[src/rtl/memtype_pkg.sv]
package memtype_pkg;

   localparam logic [7:0] MT_UC      = 8'h00;
   localparam logic [7:0] MT_WC      = 8'h01;
   localparam logic [7:0] MT_WT      = 8'h04;
   localparam logic [7:0] MT_WP      = 8'h05;
   localparam logic [7:0] MT_WB      = 8'h06;
   localparam logic [7:0] MT_PARTIAL = 8'hFE;
   localparam logic [7:0] MT_OFF     = 8'hFF;

   localparam int FIX_ENTRIES   = 88;
   localparam int FIX_WORDS     = 11;
   localparam int PAGE_LSB      = 12;
   localparam int VALID_BIT     = 11;
   localparam int FIX_EN_BIT    = 10;
   localparam int VAR_EN_BIT    = 11;
   localparam int LIMIT_LSB     = 23;

   localparam int SEL_CTRL  = 0;
   localparam int SEL_LIMIT = 1;
   localparam int SEL_FIX0  = 2;
   localparam int SEL_VAR0  = 32;

   typedef struct packed {
      logic       done;   // final answer reached early
      logic       hit;    // at least one range matched
      logic [7:0] typ;
   } chain_t;

   function automatic chain_t chain_step(chain_t p, logic en, logic s_m,
                                         logic e_m, logic [7:0] cur);
      chain_t     n;
      logic [7:0] a;
      logic [7:0] b;
      n = p;
      a = p.typ;
      b = cur;
      if (!p.done && en) begin
         if (s_m != e_m) begin
            n.done = 1'b1;
            n.typ  = MT_PARTIAL;
         end else if (s_m) begin
            if (!p.hit) begin
               n.hit = 1'b1;
               n.typ = cur;
            end else if (a == MT_UC || b == MT_UC) begin
               n.done = 1'b1;
               n.typ  = MT_UC;
            end else begin
               if ((a == MT_WB && b == MT_WT) || (a == MT_WT && b == MT_WB)) begin
                  a = MT_WT;
                  b = MT_WT;
               end
               if (a != b) begin
                  n.done = 1'b1;
                  n.typ  = MT_UC;
               end else begin
                  n.typ = a;
               end
            end
         end
      end
      return n;
   endfunction

endpackage

[src/rtl/memtype_regs.sv]
module memtype_regs
   import memtype_pkg::*;
#(
   parameter int ADDR_W  = 48,
   parameter int NUM_VAR = 8,
   parameter int SEL_W   = 6,
   parameter int DATA_W  = 64
) (
   input  logic                        clk,
   input  logic                        rst_n,
   input  logic                        wr_en,
   input  logic [SEL_W-1:0]            wr_sel,
   input  logic [DATA_W-1:0]           wr_data,
   output logic                        configured,
   output logic [7:0]                  def_type,
   output logic                        fix_en,
   output logic                        var_en,
   output logic [ADDR_W-1:0]           limit,
   output logic [FIX_ENTRIES*8-1:0]    fix_flat,
   output logic [NUM_VAR*ADDR_W-1:0]   var_base,
   output logic [NUM_VAR*ADDR_W-1:0]   var_mask
);

   always_ff @(posedge clk or negedge rst_n) begin
      if (!rst_n) begin
         configured <= 1'b0;
         def_type   <= '0;
         fix_en     <= 1'b0;
         var_en     <= 1'b0;
         limit      <= '0;
         fix_flat   <= '0;
         var_base   <= '0;
         var_mask   <= '0;
      end else if (wr_en) begin
         if (wr_sel == SEL_W'(SEL_CTRL)) begin
            configured <= 1'b1;
            def_type   <= wr_data[7:0];
            fix_en     <= wr_data[FIX_EN_BIT];
            var_en     <= wr_data[VAR_EN_BIT];
         end
         if (wr_sel == SEL_W'(SEL_LIMIT))
            limit <= {wr_data[ADDR_W-1:LIMIT_LSB], {LIMIT_LSB{1'b0}}};
         for (int k = 0; k < FIX_WORDS; k++)
            if (wr_sel == SEL_W'(SEL_FIX0 + k))
               fix_flat[k*64 +: 64] <= wr_data[63:0];
         for (int i = 0; i < NUM_VAR; i++) begin
            if (wr_sel == SEL_W'(SEL_VAR0 + 2*i))
               var_base[i*ADDR_W +: ADDR_W] <= wr_data[ADDR_W-1:0];
            if (wr_sel == SEL_W'(SEL_VAR0 + 2*i + 1))
               var_mask[i*ADDR_W +: ADDR_W] <= wr_data[ADDR_W-1:0];
         end
      end
   end

endmodule

[src/rtl/memtype_fixed.sv]
module memtype_fixed
   import memtype_pkg::*;
#(
   parameter int ADDR_W = 48
) (
   input  logic [ADDR_W-PAGE_LSB-1:0] page_addr,
   input  logic [FIX_ENTRIES*8-1:0]   fix_flat,
   output logic                       in_fixed,
   output logic [7:0]                 fix_type
);

   logic [6:0] idx;

   always_comb begin
      if (!page_addr[7])
         idx = {4'd0, page_addr[6:4]};
      else if (!page_addr[6])
         idx = 7'd8 + {3'd0, page_addr[5:2]};
      else
         idx = 7'd24 + {1'b0, page_addr[5:0]};
   end

   assign in_fixed = (page_addr[ADDR_W-PAGE_LSB-1:8] == '0);
   assign fix_type = fix_flat[{idx, 3'b000} +: 8];

endmodule

[src/rtl/memtype_var_chain.sv]
module memtype_var_chain
   import memtype_pkg::*;
#(
   parameter int ADDR_W  = 48,
   parameter int NUM_VAR = 8
) (
   input  logic                      clk,
   input  logic                      rst_n,
   input  logic [ADDR_W-1:0]         start_addr,
   input  logic [ADDR_W-1:0]         last_addr,
   input  logic [NUM_VAR*ADDR_W-1:0] var_base,
   input  logic [NUM_VAR*ADDR_W-1:0] var_mask,
   output chain_t                    chain_out
);

   localparam logic [ADDR_W-1:0] PAGE_KEEP = ~ADDR_W'((1 << PAGE_LSB) - 1);

   chain_t             st [NUM_VAR+1];
   logic [NUM_VAR-1:0] valid_bits;

   assign st[0] = '0;

   for (genvar i = 0; i < NUM_VAR; i++) begin : g_stage
      logic [ADDR_W-1:0] pm;
      logic [ADDR_W-1:0] bm;
      logic              s_m;
      logic              e_m;
      assign pm            = var_mask[i*ADDR_W +: ADDR_W] & PAGE_KEEP;
      assign bm            = var_base[i*ADDR_W +: ADDR_W] & pm;
      assign s_m           = ((start_addr & pm) == bm);
      assign e_m           = ((last_addr & pm) == bm);
      assign valid_bits[i] = var_mask[i*ADDR_W + VALID_BIT];
      assign st[i+1] = chain_step(st[i], valid_bits[i], s_m, e_m,
                                  var_base[i*ADDR_W +: 8]);
   end

   assign chain_out = st[NUM_VAR];


   partial_needs_range_chk: assert property (@(posedge clk) disable iff (!rst_n)
      (chain_out.done && chain_out.typ == MT_PARTIAL) |-> (valid_bits != '0));


   early_exit_code_chk: assert property (@(posedge clk) disable iff (!rst_n)
      chain_out.done |-> (chain_out.typ == MT_PARTIAL || chain_out.typ == MT_UC));

endmodule

[src/rtl/memtype_resolver.sv]
module memtype_resolver
   import memtype_pkg::*;
#(
   parameter int ADDR_W     = 48,
   parameter int NUM_VAR    = 8,
   parameter bit HAVE_FIXED = 1'b1,
   parameter int SEL_W      = 6,
   parameter int DATA_W     = 64
) (
   input  logic              clk,
   input  logic              rst_n,
   input  logic              wr_en,
   input  logic [SEL_W-1:0]  wr_sel,
   input  logic [DATA_W-1:0] wr_data,
   input  logic              req_valid,
   input  logic [ADDR_W-1:0] req_start,
   input  logic [ADDR_W-1:0] req_end,
   output logic              res_valid,
   output logic [7:0]        res_type
);

   localparam int SEL_NEEDED = SEL_VAR0 + 2*NUM_VAR;

   if (ADDR_W < 33 || ADDR_W > DATA_W) begin : g_bad_addr
      $error("ADDR_W must exceed 32 and fit in DATA_W");
   end
   if (DATA_W < 64) begin : g_bad_data
      $error("DATA_W must be at least 64");
   end
   if (NUM_VAR < 1 || SEL_NEEDED > (1 << SEL_W)) begin : g_bad_sel
      $error("NUM_VAR does not fit the select space");
   end

   logic                      configured;
   logic [7:0]                def_type;
   logic                      fix_en;
   logic                      var_en;
   logic [ADDR_W-1:0]         limit;
   logic [FIX_ENTRIES*8-1:0]  fix_flat;
   logic [NUM_VAR*ADDR_W-1:0] var_base;
   logic [NUM_VAR*ADDR_W-1:0] var_mask;
   logic [ADDR_W-1:0]         last_addr;
   logic                      in_fixed;
   logic [7:0]                fix_type;
   chain_t                    chain;
   logic                      high_start;
   logic [7:0]                result;

   memtype_regs #(
      .ADDR_W (ADDR_W), .NUM_VAR(NUM_VAR), .SEL_W(SEL_W), .DATA_W(DATA_W)
   ) u_regs (
      .clk       (clk),
      .rst_n     (rst_n),
      .wr_en     (wr_en),
      .wr_sel    (wr_sel),
      .wr_data   (wr_data),
      .configured(configured),
      .def_type  (def_type),
      .fix_en    (fix_en),
      .var_en    (var_en),
      .limit     (limit),
      .fix_flat  (fix_flat),
      .var_base  (var_base),
      .var_mask  (var_mask)
   );

   assign last_addr = req_end - ADDR_W'(1);

   if (HAVE_FIXED) begin : g_fixed
      memtype_fixed #(.ADDR_W(ADDR_W)) u_fixed (
         .page_addr(req_start[ADDR_W-1:PAGE_LSB]),
         .fix_flat (fix_flat),
         .in_fixed (in_fixed),
         .fix_type (fix_type)
      );
   end else begin : g_nofixed
      assign in_fixed = 1'b0;
      assign fix_type = MT_UC;
   end

   memtype_var_chain #(.ADDR_W(ADDR_W), .NUM_VAR(NUM_VAR)) u_chain (
      .clk       (clk),
      .rst_n     (rst_n),
      .start_addr(req_start),
      .last_addr (last_addr),
      .var_base  (var_base),
      .var_mask  (var_mask),
      .chain_out (chain)
   );

   assign high_start = |req_start[ADDR_W-1:32];

   always_comb begin
      if (!configured || !(fix_en || var_en))
         result = MT_OFF;
      else if (in_fixed)
         result = fix_type;
      else if (!var_en)
         result = def_type;
      else if (chain.done)
         result = chain.typ;
      else if (limit != '0 && high_start && last_addr < limit)
         result = MT_WB;
      else if (chain.hit)
         result = chain.typ;
      else
         result = def_type;
   end

   always_ff @(posedge clk or negedge rst_n) begin
      if (!rst_n) begin
         res_valid <= 1'b0;
         res_type  <= MT_OFF;
      end else begin
         res_valid <= req_valid;
         if (req_valid)
            res_type <= result;
      end
   end


   resp_pulse_chk: assert property (@(posedge clk) disable iff (!rst_n)
      req_valid |=> res_valid);


   idle_quiet_chk: assert property (@(posedge clk) disable iff (!rst_n)
      !req_valid |=> !res_valid);


   result_hold_chk: assert property (@(posedge clk) disable iff (!rst_n)
      !req_valid |=> $stable(res_type));


   unprogrammed_off_chk: assert property (@(posedge clk) disable iff (!rst_n)
      (req_valid && !configured) |=> (res_type == MT_OFF));


   default_when_ranges_off_chk: assert property (@(posedge clk) disable iff (!rst_n)
      (req_valid && configured && fix_en && !var_en && !in_fixed)
      |=> (res_type == $past(def_type)));

endmodule

[config.mk]
export PLATFORM = sky130hd
export DESIGN_NAME = memtype_resolver
export DESIGN_NICKNAME = d
export VERILOG_FILES = /design/src/rtl/memtype_pkg.sv /design/src/rtl/memtype_regs.sv /design/src/rtl/memtype_fixed.sv /design/src/rtl/memtype_var_chain.sv /design/src/rtl/memtype_resolver.sv
export SDC_FILE = /design/constraint.sdc
export NUM_CORES = 2
export LEC_CHECK = 0
export BUFFER_PORTS_ARGS = -buffer_cell sky130_fd_sc_hd__buf_4
export CORE_MARGIN = 1.5
export CORE_UTILIZATION = 55
export CTS_BUF_LIST = sky130_fd_sc_hd__clkbuf_16
export DETAILED_ROUTE_END_ITERATION = 12
export PLACE_DENSITY = 0.71
export SKIP_LAST_GASP = 1
export SYNTH_ARGS = -nofsm -noshare
export SYNTH_HDL_FRONTEND = slang
export SYNTH_SLANG_ARGS = --single-unit
[constraint.sdc]
create_clock -name clk -period 15 [get_ports clk]
set_clock_uncertainty 0.1 [all_clocks]
set_input_delay 0.75 -clock clk [delete_from_list [all_inputs] [get_ports clk]]
set_output_delay 0.75 -clock clk [all_outputs]
set_load 0.02 [all_outputs]
==> summary.md <==
| Metric | Value |
|---|---|
| CTS Hold Bufs | 2 |
| Comb power frac | 0.218 |
| Die height | 373 µm |
| Fill cell count | 10841 |
| Finish-stage setup viols | 0 |
| CTS root buffer | clkbuf_16 |
| Worst-Margin Slew | 1.24 ns |
| Top-count cell post-synth | dfrtp_1 |
| Yosys warns | 0 |
| First-pass GRT wire length | 378 mm |
| Fmax | 0.0714 GHz |
| Sequential area share after synthesis | 0.463 |
| Setup CP Type | input pin to register |
| Synth Instances | 6229 |
| TritonCTS buffer count | 152 |
| Gr ovfl total | 0 |
| Initial cell density of the core | 0.556 |
| R2R depth | 43 |
| Gpl congestion | 1.01 |
| Initial antenna violation count | 20 |
| Flop pwr share | 0.434 |
| Largest net degree at the start of global routing | 185 |
| Synth cell types | 123 |
| CP max-delay cell | nor4_2 |
| I/O pin cnt | 179 |
| Post-CTS Resized | 0 |
| Top delay family on crit path | simple AND/OR/NAND/NOR gates |
| Width of the die | 373 µm |
| Crit path buf inv count | 6 |
| Clock sinks | 1397 |
| Multi-input gate area | 0.0385 mm² |
| CP max stage delay | 0.75 ns |
| Core area | 0.136 mm² |
| Final Cell Area | 0.0836 mm² |
| CTS Buffer Depth | 3 |
| Syn Area/Cell | 12.1 µm² |
| Async set or reset register ratio after synthesis | 1.00 |
| Leak | 38.0 nW |
| Area after DPL | 0.0786 mm² |
| Worst min path class | input pin to register |
| Die area | 0.139 mm² |
| Vias | 54922 |
| Max-slew violation count | 0 |
| Post-synth top area cell | dfrtp_1 |
| CTS tree | yes |
| Final ANT Viol Nets | 0 |
| Core Rows | 135 |
| Most used cell, CP | buf_4 |
| Peak VDD IR | 0.000122 V |
| FF+latch area | 0.0350 mm² |
| Final Hold Fails | 0 |
| RR Startpoint | u_regs.var_base[47] |
| Via/cell ratio | 6.73 |
| All-Layer GR Usage | 0.368 |
| Post-Syn Area | 0.0754 mm² |
| DRC viols | 0 |
| Syn-to-layout area delta | 10.8% |
| P_int | 7.47 mW |
| DRT iter0 DRCs | 6237 |
| Status | finished, final reports clean |
| Reg2reg end | res_type[0] |
| RSZ-0062 raised after global routing | false |
| Hold slack | 0.202 ns |
| Largest cells by area after synthesis | dfrtp_1 46%, mux2_2 20%, mux4_2 5.3% |
| Maxcap violations | 0 |
| Pwr Total | 10.9 mW |
| # H-tree levels | 4 |
| CP endpoint | res_type[0] |
| Sw Ratio | 0.312 |
| Hpwl dp | 169 mm |
| I/O Buffers | 166 |
| Post-synth EDFFs | 0 |
| Critical Path Sink Type | register |
| Net Switching | 3.39 mW |
| Final #Nets | 6445 |
| Routed WL per cell | 31.7 µm |
| WL final | 259 mm |
| Power per cell area | 130 mW/mm² |
| Syn_nets | 6425 |
| Predominant post-synthesis flop cell | dfrtp_1 |
| Worst-Skew Late Latency | 0.84 ns |
| Largest fanout on the critical path | 16 |
| Worst slack at placement | 0.617 ns |
| Setup_tns | 0 ns |
| Flops & latches, synth | 1397 |
| Endpoint arrival time on the critical path | 14.66 ns |
| Clock Power Share | 0.348 |
| Synth cell count leaders | 1389 x dfrtp_1, 1366 x mux2_2, 369 x nand2_1, 362 x clkbuf_1, 353 x xor2_1 |
| Worst-path clk slew | 0.06 ns |
| R2r setup slk | 2.58 ns |
| Critical Path Start | req_end[16] |
| Critical path depth in cells | 49 |
| Vias in the first global route | 54499 |
| Postcts setup bufs | 0 |
| Worst EP required | 15.65 ns |
| Post-route clock period utilization | 0.934 |
| Worst slew margin | 0.171 |
| Crit path time final | 14.01 ns |
| DR pass1 iterations | 9 |
| Setup WS post-layout | 0.993 ns |
| Yosys top cell area share | 0.461 |
| Layout cells sized above 1 | 0.350 |
| Worst setup SP type | input pin |
stage by stage:
| step | utilization | std cells |
|---|---|---|
| 6_report | 0.616 | 8163 |
| 3_5_place_dp | 0.579 | 7874 |
| 3_3_place_gp | 0.579 | 7874 |
| 2_1_floorplan | - | 6229 |
| 4_1_cts | 0.616 | 8160 |
| 5_1_grt | 0.616 | 8161 |
logic make-up after synthesis:
logic type	count (synthesis)	share of synthesized area
buffers and inverters	572	0.0294
adders and majority gates	26	0.00431
and+or+nand+nor	1162	0.0805
DFF	1397	0.463
AOI/OAI and AO/OA	881	0.0883
muxes	1580	0.261
xor gates and xnor gates	611	0.0726
per-layer routing:
layer	track usage	vias up	part of all wire
li1	-	23010	-
met1	0.501	28598	0.41
met2	0.554	2605	0.45
met3	0.0941	697	0.095
met4	0.171	12	0.053
met5	0.00446	-	0.00057
flip-flops by register name (all words and copies together) (netlist names), 8 cells and up:
| signal | flops |
|---|---|
| u_regs.def_type | 8 |
| u_regs.fix_flat | 704 |
| u_regs.limit | 25 |
| u_regs.var_base | 352 |
| res_type | 8 |
| u_regs.var_mask | 296 |
how the worst min path moves through the flow:
stage	slack (ns)	cells after the start	end	start
after floorplan	0.33	1	u_regs.configured	u_regs.configured
after global placement	0.35	1	u_regs.configured	u_regs.configured
after detailed placement	0.36	1	u_regs.configured	u_regs.configured
after CTS	0.15	2	u_regs.fix_flat[372]	wr_data[52]
after global routing	0.19	2	u_regs.fix_flat[436]	wr_data[52]
final	0.20	2	u_regs.fix_flat[689]	wr_data[49]
placed cells by master, fill, tap and decap left out, types with 48 or more instances in the layout:
cell	n
nor4_1	48
nand3_1	125
o21ai_0	99
buf_4	317
nor3_1	77
mux4_2	176
clkbuf_16	152
nand2_1	359
xor2_1	353
a22oi_1	178
xnor2_1	245
nor2_1	140
dfrtp_1	1389
nand4_1	87
and3_1	48
mux2_2	1366
a21oi_1	110
inv_1	137
power groups by stage:
stage / combinational, mW / clock, mW / sequential (mW)
finish: 2.36 / 3.77 / 4.71
global route: 2.52 / 3.96 / 4.77
CTS: 2.33 / 3.81 / 4.69
detailed placement: 2.31 / 0 / 4.76
global placement: 2.28 / 0 / 4.73
floorplan: 1.62 / 0 / 4.61
worst reg2reg max path: cells and delay by family (launching register included):
kind                       cells  cell delay [ns]
and+or+nand+nor               19             5.47
AOI/OAI and AO/OA             17             4.85
buffers and inverters          5             1.07
DFF                            1             0.41
adders and majority gates      1             0.30
xor gates and xnor gates       1             0.15
layout make-up:
cell class / count / share of cell area
Multi-Input combinational cell: 4260 / 0.461
Sequential cell: 1397 / 0.418
Clock buffer: 152 / 0.0455
Timing Repair Buffer: 322 / 0.0295
Tap cell: 1781 / 0.0267
Clock inverter: 132 / 0.0140
Inverter: 116 / 0.00521
Antenna cell: 3 / 0.0000898
(Power assumes the default switching activity.)
